File: src/rtl/swdh_pkg.sv
package swdh_pkg;

  typedef enum logic [1:0] {
    OP_XFER       = 2'd0,
    OP_LINE_RESET = 2'd1,
    OP_SEQ16      = 2'd2
  } swd_op_e;

  typedef enum logic [2:0] {
    CAUSE_NONE   = 3'd0,
    CAUSE_FAULT  = 3'd1,
    CAUSE_WAIT   = 3'd2,
    CAUSE_POLL   = 3'd3,
    CAUSE_IDCODE = 3'd4
  } err_cause_e;

  typedef struct packed {
    swd_op_e     op;
    logic        ap;
    logic        rnw;
    logic [1:0]  addr;
    logic [31:0] wdata;
  } swd_req_t;

  localparam logic [2:0] ACK_OK    = 3'b001;
  localparam logic [2:0] ACK_WAIT  = 3'b010;

  localparam int unsigned STEP_W = 4;
  localparam logic [STEP_W-1:0] STEP_ID       = 4'd3;
  localparam logic [STEP_W-1:0] STEP_PWR_POLL = 4'd5;
  localparam logic [STEP_W-1:0] STEP_TAR      = 4'd11;
  localparam logic [STEP_W-1:0] STEP_DRW_RD   = 4'd13;
  localparam logic [STEP_W-1:0] STEP_HALT_CHK = 4'd14;

  localparam logic [15:0] SWITCH_PATTERN = 16'hE79E;
  localparam logic [31:0] PWRUP_REQ      = 32'h5000_0000;
  localparam logic [31:0] SEL_ID_BANK    = 32'h0000_00F0;
  localparam logic [31:0] CSW_WORD       = 32'h2300_0002;
  localparam logic [31:0] HALT_REG_ADDR  = 32'hE000_EDF0;
  localparam logic [31:0] HALT_REQ_WORD  = 32'hA05F_0003;

endpackage

File: src/rtl/swdh_script.sv
module swdh_script
  import swdh_pkg::*;
(
  input  logic [STEP_W-1:0] step,
  output swd_req_t          req
);
  function automatic swd_req_t xfer(input logic ap, input logic rnw,
                                    input logic [1:0] addr, input logic [31:0] wd);
    swd_req_t r;
    r.op    = OP_XFER;
    r.ap    = ap;
    r.rnw   = rnw;
    r.addr  = addr;
    r.wdata = wd;
    return r;
  endfunction

  always_comb begin
    case (step)
      4'd0, 4'd2: req = '{op: OP_LINE_RESET, ap: 1'b0, rnw: 1'b0, addr: 2'd0, wdata: 32'd0};
      4'd1:  req = '{op: OP_SEQ16, ap: 1'b0, rnw: 1'b0, addr: 2'd0,
                     wdata: {16'd0, SWITCH_PATTERN}};
      4'd3:  req = xfer(1'b0, 1'b1, 2'd0, 32'd0);
      4'd4:  req = xfer(1'b0, 1'b0, 2'd1, PWRUP_REQ);
      4'd5:  req = xfer(1'b0, 1'b1, 2'd1, 32'd0);
      4'd6:  req = xfer(1'b0, 1'b0, 2'd2, SEL_ID_BANK);
      4'd7:  req = xfer(1'b1, 1'b1, 2'd3, 32'd0);
      4'd8:  req = xfer(1'b0, 1'b1, 2'd3, 32'd0);
      4'd9:  req = xfer(1'b0, 1'b0, 2'd2, 32'd0);
      4'd10: req = xfer(1'b1, 1'b0, 2'd0, CSW_WORD);
      4'd11: req = xfer(1'b1, 1'b0, 2'd1, HALT_REG_ADDR);
      4'd12: req = xfer(1'b1, 1'b0, 2'd3, HALT_REQ_WORD);
      4'd13: req = xfer(1'b1, 1'b1, 2'd3, 32'd0);
      default: req = xfer(1'b0, 1'b1, 2'd3, 32'd0);
    endcase
  end
endmodule

File: src/rtl/swdh_cnt.sv
module swdh_cnt #(
  parameter int unsigned W = 5
) (
  input  logic         clk,
  input  logic         rst_n,
  input  logic         clr,
  input  logic         inc,
  output logic [W-1:0] cnt
);
  logic [W-1:0] cnt_d;
  logic         cnt_en;

  always_comb begin
    cnt_en = clr | inc;
    cnt_d  = clr ? '0 : cnt + {{(W-1){1'b0}}, 1'b1};
  end

  always_ff @(posedge clk or negedge rst_n) begin
    if (!rst_n)      cnt <= '0;
    else if (cnt_en) cnt <= cnt_d;
  end


  cnt_ovf_chk: assert property (@(posedge clk) disable iff (!rst_n)
    (inc && !clr) |-> (cnt != {W{1'b1}}));
endmodule

File: src/rtl/swd_halt_seq.sv
module swd_halt_seq
  import swdh_pkg::*;
#(
  parameter int unsigned WAIT_RETRIES = 16,
  parameter int unsigned PWR_POLLS    = 32,
  parameter int unsigned HALT_POLLS   = 64
) (
  input  logic        clk,
  input  logic        rst_n,
  input  logic        start,
  input  logic        rehalt,
  input  logic        id_check_en,
  input  logic [31:0] id_expect,
  input  logic [31:0] id_mask,
  output logic        req_valid,
  input  logic        req_ready,
  output logic [1:0]  req_op,
  output logic        req_ap,
  output logic        req_rnw,
  output logic [1:0]  req_addr,
  output logic [31:0] req_wdata,
  input  logic        rsp_valid,
  input  logic [2:0]  rsp_ack,
  input  logic [31:0] rsp_rdata,
  output logic        busy,
  output logic        done,
  output logic        err,
  output logic [2:0]  err_cause,
  output logic [3:0]  err_step,
  output logic [31:0] idcode
);
  localparam int unsigned WAIT_CW  = $clog2(WAIT_RETRIES + 1);
  localparam int unsigned POLL_MAX = (PWR_POLLS > HALT_POLLS) ? PWR_POLLS : HALT_POLLS;
  localparam int unsigned POLL_CW  = $clog2(POLL_MAX);
  localparam logic [STEP_W-1:0] STEP_ONE = 1;

  typedef enum logic [2:0] {S_IDLE, S_REQ, S_RSP, S_DONE, S_ERR} state_e;

  // Reset: asynchronous assertion, synchronous release
  logic [1:0] rst_sync_q;
  logic       rst_ni;
  always_ff @(posedge clk or negedge rst_n) begin
    if (!rst_n) rst_sync_q <= 2'b00;
    else        rst_sync_q <= {rst_sync_q[0], 1'b1};
  end
  assign rst_ni = rst_sync_q[1];

  state_e            state_q, state_d;
  logic [STEP_W-1:0] step_q, step_d;
  logic [31:0]       idcode_q;
  err_cause_e        cause_q, cause_d;
  logic [STEP_W-1:0] estep_q;
  logic              id_en, fail, cause_en;
  logic              wait_clr, wait_inc, poll_clr, poll_inc;
  logic [WAIT_CW-1:0] wait_cnt;
  logic [POLL_CW-1:0] poll_cnt;
  swd_req_t          cur_req;
  logic              id_bad, pwr_acked, core_halted;

  swdh_script u_script (.step(step_q), .req(cur_req));

  swdh_cnt #(.W(WAIT_CW)) u_wait_cnt (
    .clk(clk), .rst_n(rst_ni), .clr(wait_clr), .inc(wait_inc), .cnt(wait_cnt));

  swdh_cnt #(.W(POLL_CW)) u_poll_cnt (
    .clk(clk), .rst_n(rst_ni), .clr(poll_clr), .inc(poll_inc), .cnt(poll_cnt));

  always_comb begin
    id_bad      = id_check_en && (((rsp_rdata ^ id_expect) & id_mask) != 32'd0);
    pwr_acked   = rsp_rdata[31] && rsp_rdata[29];
    core_halted = (rsp_rdata[17:16] == 2'b11);
  end

  // Next-state process
  always_comb begin
    state_d  = state_q;
    step_d   = step_q;
    cause_d  = cause_q;
    id_en    = 1'b0;
    fail     = 1'b0;
    cause_en = 1'b0;
    wait_clr = 1'b0;
    wait_inc = 1'b0;
    poll_clr = 1'b0;
    poll_inc = 1'b0;
    case (state_q)
      S_IDLE, S_ERR: begin
        if (start) begin
          state_d = S_REQ; step_d = '0; wait_clr = 1'b1; poll_clr = 1'b1;
          cause_d = CAUSE_NONE; cause_en = 1'b1;
        end
      end
      S_DONE: begin
        if (start) begin
          state_d = S_REQ; step_d = '0; wait_clr = 1'b1; poll_clr = 1'b1;
        end else if (rehalt) begin
          state_d = S_REQ; step_d = STEP_TAR; wait_clr = 1'b1; poll_clr = 1'b1;
        end
      end
      S_REQ: if (req_ready) state_d = S_RSP;
      S_RSP: begin
        if (rsp_valid) begin
          state_d = S_REQ;
          if (cur_req.op != OP_XFER) begin
            step_d = step_q + STEP_ONE;
          end else if (rsp_ack == ACK_WAIT) begin
            if (wait_cnt == WAIT_CW'(WAIT_RETRIES)) begin
              fail = 1'b1; cause_d = CAUSE_WAIT;
            end else begin
              wait_inc = 1'b1;
            end
          end else if (rsp_ack != ACK_OK) begin
            fail = 1'b1; cause_d = CAUSE_FAULT;
          end else begin
            wait_clr = 1'b1;
            case (step_q)
              STEP_ID: begin
                id_en = 1'b1;
                if (id_bad) begin fail = 1'b1; cause_d = CAUSE_IDCODE; end
                else step_d = step_q + STEP_ONE;
              end
              STEP_PWR_POLL: begin
                if (pwr_acked) begin
                  poll_clr = 1'b1; step_d = step_q + STEP_ONE;
                end else if (poll_cnt == POLL_CW'(PWR_POLLS - 1)) begin
                  fail = 1'b1; cause_d = CAUSE_POLL;
                end else begin
                  poll_inc = 1'b1;
                end
              end
              STEP_HALT_CHK: begin
                if (core_halted) begin
                  state_d = S_DONE;
                end else if (poll_cnt == POLL_CW'(HALT_POLLS - 1)) begin
                  fail = 1'b1; cause_d = CAUSE_POLL;
                end else begin
                  poll_inc = 1'b1; step_d = STEP_DRW_RD;
                end
              end
              default: step_d = step_q + STEP_ONE;
            endcase
          end
          if (fail) begin
            state_d  = S_ERR;
            cause_en = 1'b1;
          end
        end
      end
      default: state_d = S_IDLE;
    endcase
  end

  // Register process
  always_ff @(posedge clk or negedge rst_ni) begin
    if (!rst_ni) begin
      state_q  <= S_IDLE;
      step_q   <= '0;
      idcode_q <= '0;
      cause_q  <= CAUSE_NONE;
      estep_q  <= '0;
    end else begin
      state_q <= state_d;
      step_q  <= step_d;
      if (id_en)    idcode_q <= rsp_rdata;
      if (cause_en) cause_q  <= cause_d;
      if (fail)     estep_q  <= step_q;
    end
  end

  assign req_valid = (state_q == S_REQ);
  assign req_op    = cur_req.op;
  assign req_ap    = cur_req.ap;
  assign req_rnw   = cur_req.rnw;
  assign req_addr  = cur_req.addr;
  assign req_wdata = cur_req.wdata;
  assign busy      = (state_q == S_REQ) || (state_q == S_RSP);
  assign done      = (state_q == S_DONE);
  assign err       = (state_q == S_ERR);
  assign err_cause = cause_q;
  assign err_step  = estep_q;
  assign idcode    = idcode_q;


  req_hold_chk: assert property (@(posedge clk) disable iff (!rst_ni)
    (req_valid && !req_ready) |=> (req_valid && $stable(req_op) && $stable(req_ap) &&
      $stable(req_rnw) && $stable(req_addr) && $stable(req_wdata)));


  done_cause_chk: assert property (@(posedge clk) disable iff (!rst_ni)
    $rose(done) |-> $past(rsp_valid && rsp_ack == ACK_OK && rsp_rdata[17:16] == 2'b11));


  err_cause_chk: assert property (@(posedge clk) disable iff (!rst_ni)
    $rose(err) |-> ($past(rsp_valid) && err_cause != 3'd0));


  rehalt_no_reset_chk: assert property (@(posedge clk) disable iff (!rst_ni)
    ($past(done) && $past(rehalt) && !$past(start) && req_valid) |-> (req_op == 2'd0));
endmodule

File: config.mk
export PLATFORM = sky130hd
export DESIGN_NAME = swd_halt_seq
export DESIGN_NICKNAME = d
export VERILOG_FILES = /design/src/rtl/swdh_pkg.sv /design/src/rtl/swdh_script.sv /design/src/rtl/swdh_cnt.sv /design/src/rtl/swd_halt_seq.sv
export SDC_FILE = /design/constraint.sdc
export NUM_CORES = 1
export LEC_CHECK = 0
export BUFFER_PORTS_ARGS = -buffer_cell sky130_fd_sc_hd__clkbuf_2
export CORE_MARGIN = 1.5
export CORE_UTILIZATION = 49
export DETAILED_ROUTE_END_ITERATION = 8
export PLACE_DENSITY = 0.86
export SYNTH_ARGS = -nofsm -noshare
export SYNTH_HDL_FRONTEND = slang
export SYNTH_SLANG_ARGS = --single-unit
File: constraint.sdc
create_clock -name clk -period 3.3 [get_ports clk]
set_input_delay 0.165 -clock clk [delete_from_list [all_inputs] [get_ports clk]]
set_output_delay 0.165 -clock clk [all_outputs]
set_load 0.05 [all_outputs]
==> results.py, run 1 <==
metrics = {
    "die": {
        "io-pin-count": 187,
        "fp.dieW_um": 88.6,
        "start_util_pct": 50.0,
        "die_area_mm2": 0.00785,
        "fp.dieH_um": 88.6,
        "coreArea_mm2": 0.00718,
        "rows": 31,
    },
    "run": {
        "cap_violations": 0,
    },
    "hold_path": {
        "whs_endpoint": "idcode[24]$_DFFE_PN0P_",
        "hold_class": "input pin to flip-flop",
        "min_path_cells": 2,
        "worstHoldStart": "rsp_rdata[24]",
    },
    "clocking": {
        "clkLatencyLatePin_ns": 0.34,
        "post_cts_buffers": 0,
        "cts.repair.resized": 0,
        "clkSinkCount": 59,
        "cts_tree": "done",
        "ctsRootBufferMaster": "clkbuf_8",
        "cts_buffers": 9,
        "ctsLongestPathBuffers": 2,
        "cts_max_level": 3,
        "clk_pin_slew_ns": 0.07,
        "cts_hold_buf": 1,
    },
    "routing": {
        "detail_route.wl_per_cell_um": 15.1,
        "drc_errors": 0,
        "routed_wl_um": 9470,
        "vias": 3272,
        "viasPerCell": 5.23,
        "firstDrtPassIters": 4,
        "dr.first_iter.drc_count": 116,
        "final_antenna_net_count": 0,
    },
    "yosys": {
        "ys_types": 38,
        "synth.avg_cell_area_um2": 10.2,
        "synth_xor_xnor_area_share_pct": 9.76,
        "synthAdderAreaFrac_pct": 3.83,
        "seq_area_frac_synth_pct": 41.1,
        "synth_cells": 353,
        "synthSimpleGateAreaFrac_pct": 13.8,
        "synth_compound_area_share_pct": 9.37,
        "yosysWarningCount": 0,
        "synth_seq_cells": 59,
        "ys.flop_type": "dfrtp_1",
        "synth-edff-count": 0,
        "synth_top_family_by_area": "multiplexers",
        "synthMuxAreaShare_pct": 14.6,
        "ys_async_sr_fraction_pct": 100,
        "synth_area_mm2": 0.00359,
    },
    "setup_path": {
        "startpoint_type": "flip-flop",
        "critPathBufInv": 1,
        "cp.arrival_ns": 2.97,
        "crit_required_ns": 3.51,
        "timing.rr.end": "err_cause[2]$_DFFE_PN0P_",
        "slowest_stage": "dfrtp_1",
        "slowest_delay_ns": 0.51,
        "crit_top_cell": "a21oi_1",
        "r2r_slack_ns": 0.54,
        "cp_top_family": "compound AO/OA/AOI/OAI gates",
        "r2r-start": "step_q[0]$_DFFE_PN0P_",
        "crit_path_end_kind": "flip-flop",
        "worst_r2r_path_depth": 9,
        "crit_type": "flip-flop to flip-flop",
        "crit_chain": "inv_1 > ha_1 > nand3_1 > a21oi_1 > mux2_2 > a21oi_1 > o21ai_0 > a21oi_1 > mux2_2",
        "cp_max_fo": 9,
    },
    "sta": {
        "hold_viol_final": 0,
        "maxSlewViolCount": 0,
        "fin_crit_ns": 2.76,
        "setup_viol": 0,
        "fmax_ghz": 0.362,
        "tightest_slew_ns": 0.800,
        "fin_tns_setup_ns": 0,
        "fin_crit_sh_pct": 83.6,
        "fin_skew_ns": 0.0105,
        "timing.hold.ws_ns": 0.0871,
        "rsz0062_at_grt": "no",
        "relSlewSlack_pct": 46.7,
    },
    "pwr": {
        "power_density_mw_per_mm2": 598,
        "irDropWorstVdd_mv": 0.252,
        "leakagePower_uw": 0.00263,
    },
    "grt": {
        "grt_pass1_wl_um": 14900,
        "grt_pass1_vias": 3275,
        "grt_start_max_net_pins": 36,
        "globalRouteOverflowTotal": 0,
        "antenna_found_initial": 0,
        "grtUsageTotal_pct": 25.4,
    },
    "cells_and_area": {
        "layout-drive-gt1-share_pct": 46.3,
        "nets": 639,
        "final_util_pct": 65.1,
        "area_growth_pct": 30.1,
        "layout_commonest_cell": "clkbuf_2",
        "diodes": 0,
        "mostFrequentLayoutCells": "clkbuf_2 (181), dfrtp_1 (58), mux2_2 (43)",
    },
    "placed_design": {
        "port_buffers": 181,
        "dpl.hpwl_um": 7700,
        "place.gp.congestion": 0.950,
    },
    "outcome": {
        "status": "finished, final reports clean",
    },
}
==> metal layers <==
layer / vias to the layer above / global-route usage (%) / wire [um]
li1: 1536 / - / -
met1: 1528 / 28.7 / 3610
met2: 187 / 45.5 / 4970
met3: 21 / 5.97 / 653
met4: 0 / 11.6 / 230
met5: - / 0 / 0
==> worst max path at each step <==
stage,startpoint,slack (ns),depth (start not counted),end
floorplan,step_q[3]$_DFFE_PN0P_,0.90,4,req_wdata[1]
global placement,rsp_rdata[31],0.67,8,step_q[2]$_DFFE_PN0P_
detailed placement,step_q[0]$_DFFE_PN0P_,0.64,9,err_cause[2]$_DFFE_PN0P_
CTS,step_q[0]$_DFFE_PN0P_,0.61,9,err_cause[2]$_DFFE_PN0P_
global route,step_q[0]$_DFFE_PN0P_,0.40,9,err_cause[2]$_DFFE_PN0P_
finish,step_q[0]$_DFFE_PN0P_,0.54,9,err_cause[2]$_DFFE_PN0P_
==> Yosys cell counts, types with 4 or more instances <==
cell       n  area share (%)
nor2b_1    4            0.70
inv_1     11             1.1
o21ai_0    7            0.98
buf_4     22             4.6
nand4_1    7             1.2
nand2_1   28             2.9
ha_1      11             3.8
mux2_2    43              13
a21oi_1   20             2.8
nor2_1    26             2.7
a22oi_1   17             3.6
nand3_1    7            0.98
nor3_1     5            0.70
dfrtp_1   59              41
nand2b_1   7             1.2
mux2i_1    4             1.1
xnor2_1    4            0.98
or3_1      4            0.70
xor2_1    36             8.8
==> state kept, by name, summed over array words and instances, names as in the netlist <==
name            cells
u_poll_cnt.cnt      6
err_cause           3
err_step            4
u_wait_cnt.cnt      5
rst_sync_q          2
step_q              4
idcode             32
state_q             3
==> report_power, final <==
part	switching (uW)	internal (uW)	total [uW]	leakage (uW)
registers	86.1	775	861	0.000813
clock network	282	465	748	0.000113
logic	862	324	1190	0.00171
==> stage by stage <==
step	total power (uW)	area, um^2	worst slack, ns	cells
after floorplan	1830	3610	0.898	357
after global placement	2030	4430	0.666	609
after detailed placement	2060	4430	0.639	609
after CTS	2810	4670	0.611	626
after global routing	2950	4670	0.404	626
final	2800	4670	0.540	626
==> cell families (layout without fill, tap and decap cells) <==
kind of cell,Yosys count,count (layout)
other,2,6
AOI/OAI and AO/OA,53,53
buffers and inverters,42,212
muxes,47,47
adders and majority gates,11,11
xor gates and xnor gates,40,40
DFF,59,59
and+or+nand+nor,99,99
==> final cells by class <==
cell class	count	area [um^2]
Clock buffer	12	155
Clock inverter	4	72.6
Fill cell	580	2500
Inverter	12	45.0
Multi-Input combinational cell	256	1870
Sequential cell	59	1480
Tap cell	99	124
Timing Repair Buffer	184	931
Note: power is estimated with default switching activity, not from simulation.
==> inputs of run 2 (changes only) <==
Settings changed: CORE_UTILIZATION 49 to 41, PLACE_DENSITY 0.86 to 0.77.
Clock period 3.3 ns to 2.29 ns, I/O delays scaled along.
==> run 2 against run 1 <==
Effect of this change: worst setup slack got worse by 0.41 ns; highest routed layer unchanged; global-route usage fell by 3.0 points; wire length rose by 4.9%; sequential share of layout area fell by 1.7 points; largest cell class unchanged.
==> results.py, run 2 (same netlist as run 1, synthesis figures left out) <==
metrics = {
    "cells_and_area": {
        "n_fill_cell": 737,
        "mostFrequentLayoutCells": "clkbuf_2 (181), dfrtp_1 (58), mux2_2 (43)",
        "layout_commonest_cell": "clkbuf_2",
        "nets": 667,
        "register_area_mm2": 0.00148,
        "final_util_pct": 59.1,
        "multi_input_area_mm2": 0.00191,
        "layout-drive-gt1-share_pct": 50.8,
        "area_growth_pct": 37.3,
        "largest_reg_flops": 32,
        "fin_cells": 660,
        "diodes": 0,
    },
    "clocking": {
        "ctsRootBufferMaster": "clkbuf_8",
        "clkSinkCount": 59,
        "clkLatencyLatePin_ns": 0.33,
        "clk_pin_slew_ns": 0.07,
        "cts_buffers": 9,
        "ctsLongestPathBuffers": 2,
        "cts_max_level": 3,
        "cts_tree": "done",
    },
    "sta": {
        "tightest_slew_ns": 0.608,
        "fin_skew_ns": 0.00742,
        "fin_tns_setup_ns": 0,
        "hold_viol_final": 0,
        "maxSlewViolCount": 0,
        "relSlewSlack_pct": 59.5,
        "rsz0062_at_grt": "no",
        "final.setup.worst_slack_ns": 0.127,
        "fin_crit_sh_pct": 94.4,
        "fmax_ghz": 0.462,
        "setup_viol": 0,
        "fin_crit_ns": 2.16,
    },
    "die": {
        "rows": 33,
        "fp.dieH_um": 96.6,
        "fp.dieW_um": 96.6,
        "coreArea_mm2": 0.00834,
        "die_area_mm2": 0.00933,
        "io-pin-count": 187,
        "start_util_pct": 43.1,
    },
    "pwr": {
        "p_int_uw": 2360,
        "switchingPower_uw": 1840,
        "power_density_mw_per_mm2": 852,
        "power.total_uw": 4200,
        "clkPwrFrac_pct": 24.7,
        "switching_share_pct": 43.8,
        "pwr-share-comb_pct": 47.2,
        "irDropWorstVdd_mv": 0.388,
        "leakagePower_uw": 0.00279,
        "p_seq_share_pct": 28.0,
    },
    "placed_design": {
        "dpl.hpwl_um": 8280,
        "place_inst": 642,
        "pre_cts_slack_ns": -0.0234,
        "port_buffers": 181,
        "place.gp.congestion": 0.899,
    },
    "setup_path": {
        "cp_top_family": "multiplexers",
        "crit_required_ns": 2.50,
        "r2r-start": "step_q[1]$_DFFE_PN0P_",
        "critPathBufInv": 1,
        "crit_type": "flip-flop to flip-flop",
        "cp.arrival_ns": 2.37,
        "cp_max_fo": 4,
        "startpoint_type": "flip-flop",
        "slowest_stage": "dfrtp_1",
        "slowest_delay_ns": 0.41,
        "startpoint": "step_q[1]$_DFFE_PN0P_",
        "crit_chain": "buf_4 > ha_1 > nand3_1 > a21oi_2 > mux2_2 > a21oi_1 > o21ai_2 > a21oi_2 > mux2_2",
        "crit_path_end_kind": "flip-flop",
    },
    "grt": {
        "antenna_found_initial": 0,
        "grt_pass1_vias": 3386,
        "grt_start_max_net_pins": 33,
        "grtUsageTotal_pct": 22.4,
        "globalRouteOverflowTotal": 0,
        "grt_pass1_wl_um": 15600,
    },
    "routing": {
        "detail_route.wl_per_cell_um": 15.1,
        "drc_errors": 0,
        "vias": 3295,
        "viasPerCell": 4.99,
        "routed_wl_um": 9930,
        "firstDrtPassIters": 4,
        "final_antenna_net_count": 0,
        "dr.first_iter.drc_count": 94,
    },
    "hold_path": {
        "worstHoldStart": "rsp_rdata[21]",
        "hold_class": "input pin to flip-flop",
    },
    "outcome": {
        "status": "finished, final reports clean",
    },
    "run": {
        "cap_violations": 0,
    },
}
[run 2: power by group through the flow]
stage	clock network, uW	logic, uW	registers (uW)
after floorplan	0	1330	1310
after global placement	0	1940	1200
after detailed placement	0	1950	1200
after CTS	1060	1960	1180
after global routing	1110	2140	1190
final	1040	1980	1180
[run 2: final timing paths]
kind                                       endpoint  slack [ns]  depth (start not counted)
max                        err_cause[0]$_DFFE_PN0P_        0.13                          9
min                          idcode[21]$_DFFE_PN0P_        0.05                          2
max reg2reg                err_cause[0]$_DFFE_PN0P_        0.13                          9
min reg2reg                   idcode[2]$_DFFE_PN0P_        0.28                          0
max in group asynchronous    idcode[29]$_DFFE_PN0P_        1.32                          1
min in group asynchronous   rst_sync_q[0]$_DFF_PN0_        0.10                          2
[run 2: area by class of cell]
cell class	count	share of cell area, %
Multi-Input combinational cell	256	38.7
Sequential cell	59	30.0
Timing Repair Buffer	212	23.4
Tap cell	105	2.66
Clock buffer	9	2.51
Clock inverter	7	1.88
Inverter	12	0.914
[run 2: worst register-to-register path, delay by kind of cell, from the launching register on]
kind	cells	cell delay [ns]
multiplexers	2	0.62
AO/OA/AOI/OAI	4	0.56
flip-flops	1	0.41
adder cells (fa/ha/maj)	1	0.19
buffers and inverters	1	0.15
AND/OR/NAND/NOR	1	0.13
[run 2: repair_timing]
action                     CTS  global route
resized for setup            0             6
hold buffers                 1             0
setup endpoints to repair    0            13
buffers inserted             0             1
hold endpoints to repair     2             0
[run 2: routing by layer]
| metal | global-route usage [%] | share of wire, % | vias to the layer above |
|---|---|---|---|
| li1 | - | - | 1594 |
| met1 | 25.9 | 40 | 1533 |
| met2 | 40.2 | 51 | 153 |
| met3 | 4.77 | 6.9 | 15 |
| met4 | 8.70 | 2.1 | 0 |
| met5 | 0 | 0 | - |
[run 2: per-stage QoR]
step	hold WS [ns]	cell area (um^2)
after detailed placement	-0.0915	4670
after CTS	0.0332	4900
after global placement	-0.0981	4670
after floorplan	-0.181	3620
final	0.0490	4930
after global routing	0.0305	4930
==> inputs of run 3 (changes only) <==
--- a/config.mk
+++ b/config.mk
@@ -11,4 +11,6 @@
 export DETAILED_ROUTE_END_ITERATION = 8
 export PLACE_DENSITY = 0.77
+export SETUP_SLACK_MARGIN = 0.3
+export SLEW_MARGIN = 20
 export SYNTH_ARGS = -nofsm -noshare
 export SYNTH_HDL_FRONTEND = slang
==> constraint.sdc (replaced) <==
create_clock -name clk -period 2.29 [get_ports clk]
set_input_delay 0.1145 -clock clk [delete_from_list [all_inputs] [get_ports clk]]
set_output_delay 0.1145 -clock clk [all_outputs]
set_load 0.01 [all_outputs]
==> run 3 against run 2 <==
Effect of this change: register-to-register slack improved by 0.14 ns; clock skew is 0.0014 ns higher; total power fell by 15%; sequential share of layout area fell by 0.84 points; largest power group unchanged; fmax grew 7.0%; largest cell class unchanged; via count is 2.7% higher.
==> results.py, run 3 (same netlist as run 1, synthesis figures left out) <==
metrics = {
    "grt": {
        "grtUsageTotal_pct": 22.5,
        "grt_pass1_wl_um": 15600,
        "globalRouteOverflowTotal": 0,
        "grt_pass1_vias": 3316,
        "grt_start_max_net_pins": 33,
        "antenna_found_initial": 0,
    },
    "die": {
        "rows": 33,
        "fp.dieW_um": 96.6,
        "die_area_mm2": 0.00933,
        "io-pin-count": 187,
        "coreArea_mm2": 0.00834,
        "start_util_pct": 43.1,
        "fp.dieH_um": 96.6,
    },
    "pwr": {
        "irDropWorstVdd_mv": 0.311,
        "leakagePower_uw": 0.00278,
        "power_density_mw_per_mm2": 703,
    },
    "hold_path": {
        "hold_class": "input pin to flip-flop",
        "min_path_cells": 2,
    },
    "cells_and_area": {
        "layout_commonest_cell": "clkbuf_2",
        "n_fill_cell": 725,
        "final_util_pct": 60.9,
        "nets": 668,
        "mostFrequentLayoutCells": "clkbuf_2 (181), dfrtp_1 (56), mux2_2 (40)",
        "area_growth_pct": 41.5,
        "fin_area_mm2": 0.00508,
        "layout-drive-gt1-share_pct": 54.0,
        "diodes": 0,
        "largest_reg_flops": 32,
    },
    "clocking": {
        "cts_buffers": 9,
        "clk_pin_slew_ns": 0.07,
        "clkSinkCount": 59,
        "ctsRootBufferMaster": "clkbuf_8",
        "clkLatencyLatePin_ns": 0.34,
        "cts_max_level": 3,
        "ctsLongestPathBuffers": 2,
        "cts_tree": "done",
    },
    "setup_path": {
        "crit_path_end_kind": "flip-flop",
        "critPathBufInv": 1,
        "cp.arrival_ns": 2.25,
        "cp_top_family": "multiplexers",
        "crit_top_cell": "a21oi_4",
        "slowest_delay_ns": 0.42,
        "cp_max_fo": 4,
        "crit_type": "flip-flop to flip-flop",
        "slowest_stage": "dfrtp_2",
        "critical_path_cell_count": 8,
        "worst_r2r_path_depth": 8,
        "startpoint_type": "flip-flop",
        "crit_chain": "inv_4 > ha_4 > and3_1 > mux2_2 > a21oi_4 > o21ai_4 > a21oi_4 > mux2_4",
        "crit_required_ns": 2.51,
    },
    "placed_design": {
        "port_buffers": 181,
        "pre_cts_slack_ns": 0.0677,
        "place_area_mm2": 0.00463,
        "dpl.hpwl_um": 8040,
        "place.gp.congestion": 0.870,
    },
    "outcome": {
        "status": "finished, final reports clean",
    },
    "routing": {
        "drc_errors": 0,
        "vias": 3385,
        "firstDrtPassIters": 4,
        "wl_met2_um": 5090,
        "dr.first_iter.drc_count": 107,
        "viasPerCell": 5.12,
        "routed_wl_um": 10100,
        "met3_wirelength_um": 698,
        "detail_route.wl_per_cell_um": 15.3,
        "final_antenna_net_count": 0,
        "highest_layer": "met4",
        "wl_met1_um": 4040,
    },
    "run": {
        "cap_violations": 0,
    },
    "sta": {
        "timing.hold.ws_ns": 0.0353,
        "rsz0062_at_grt": "yes",
        "fin_crit_ns": 2.02,
        "hold_viol_final": 0,
        "final.setup.worst_slack_ns": 0.269,
        "maxSlewViolCount": 0,
        "fin_skew_ns": 0.00879,
        "fmax_ghz": 0.495,
        "setup_viol": 0,
        "fin_crit_sh_pct": 88.2,
        "fin_tns_setup_ns": 0,
    },
}
run 3: cell count changes in the layout (fill, tap and decap cells not counted), moves of 3 or more:
cell     delta
a21oi_4     +3
ha_1        -4
mux2_2      -3
mux2_4      +3
a21oi_1     -4
run 3: power breakdown:
part / leakage [uW] / internal (uW) / switching [uW]
clock network: 0.0000986 / 560 / 418
registers: 0.000809 / 1120 / 68.2
logic: 0.00188 / 642 / 764
total: 0.00278 / 2320 / 1250
run 3: worst paths after layout:
kind,startpoint,to,slack [ns]
worst max-delay path,step_q[1]$_DFFE_PN0P_,err_cause[0]$_DFFE_PN0P_,0.27
worst min-delay path,rsp_rdata[6],idcode[6]$_DFFE_PN0P_,0.04
worst max register to register,step_q[1]$_DFFE_PN0P_,err_cause[0]$_DFFE_PN0P_,0.27
worst min register to register,rst_sync_q[1]$_DFF_PN0_,idcode[8]$_DFFE_PN0P_,0.21
max in group asynchronous,rst_sync_q[1]$_DFF_PN0_,idcode[26]$_DFFE_PN0P_,1.44
min in group asynchronous,rst_n,rst_sync_q[1]$_DFF_PN0_,0.10
run 3: cell type report:
| class | count | area [um^2] | area share [%] |
|---|---|---|---|
| tap | 105 | 131 | 2.59 |
| inverter | 12 | 50.0 | 0.985 |
| sequential | 59 | 1480 | 29.1 |
| multi-input combinational | 256 | 2040 | 40.1 |
| timing repair buffer | 213 | 1180 | 23.2 |
| clock inverter | 4 | 50.0 | 0.985 |
| clock buffer | 12 | 155 | 3.05 |
run 3: what timing repair did:
action / CTS / global route
pin swaps: 4 / 3
gates cloned: 0 / 1
hold buffers: 1 / 0
buffers inserted: 4 / 3
gates resized for setup: 17 / 20
endpoints found under the setup margin: 52 / 68
endpoints found under the hold margin: 2 / 0
run 3: per-layer routing:
layer	vias up	global-route usage [%]
met4	0	10.0
met2	155	39.2
li1	1598	-
met5	-	0
met3	24	6.65
met1	1608	25.2
run 3: stage by stage:
step,instances,power (uW)
after floorplan,357,2040
after global placement,636,2490
after detailed placement,636,2500
after CTS,657,3580
after global routing,661,3820
final,661,3570
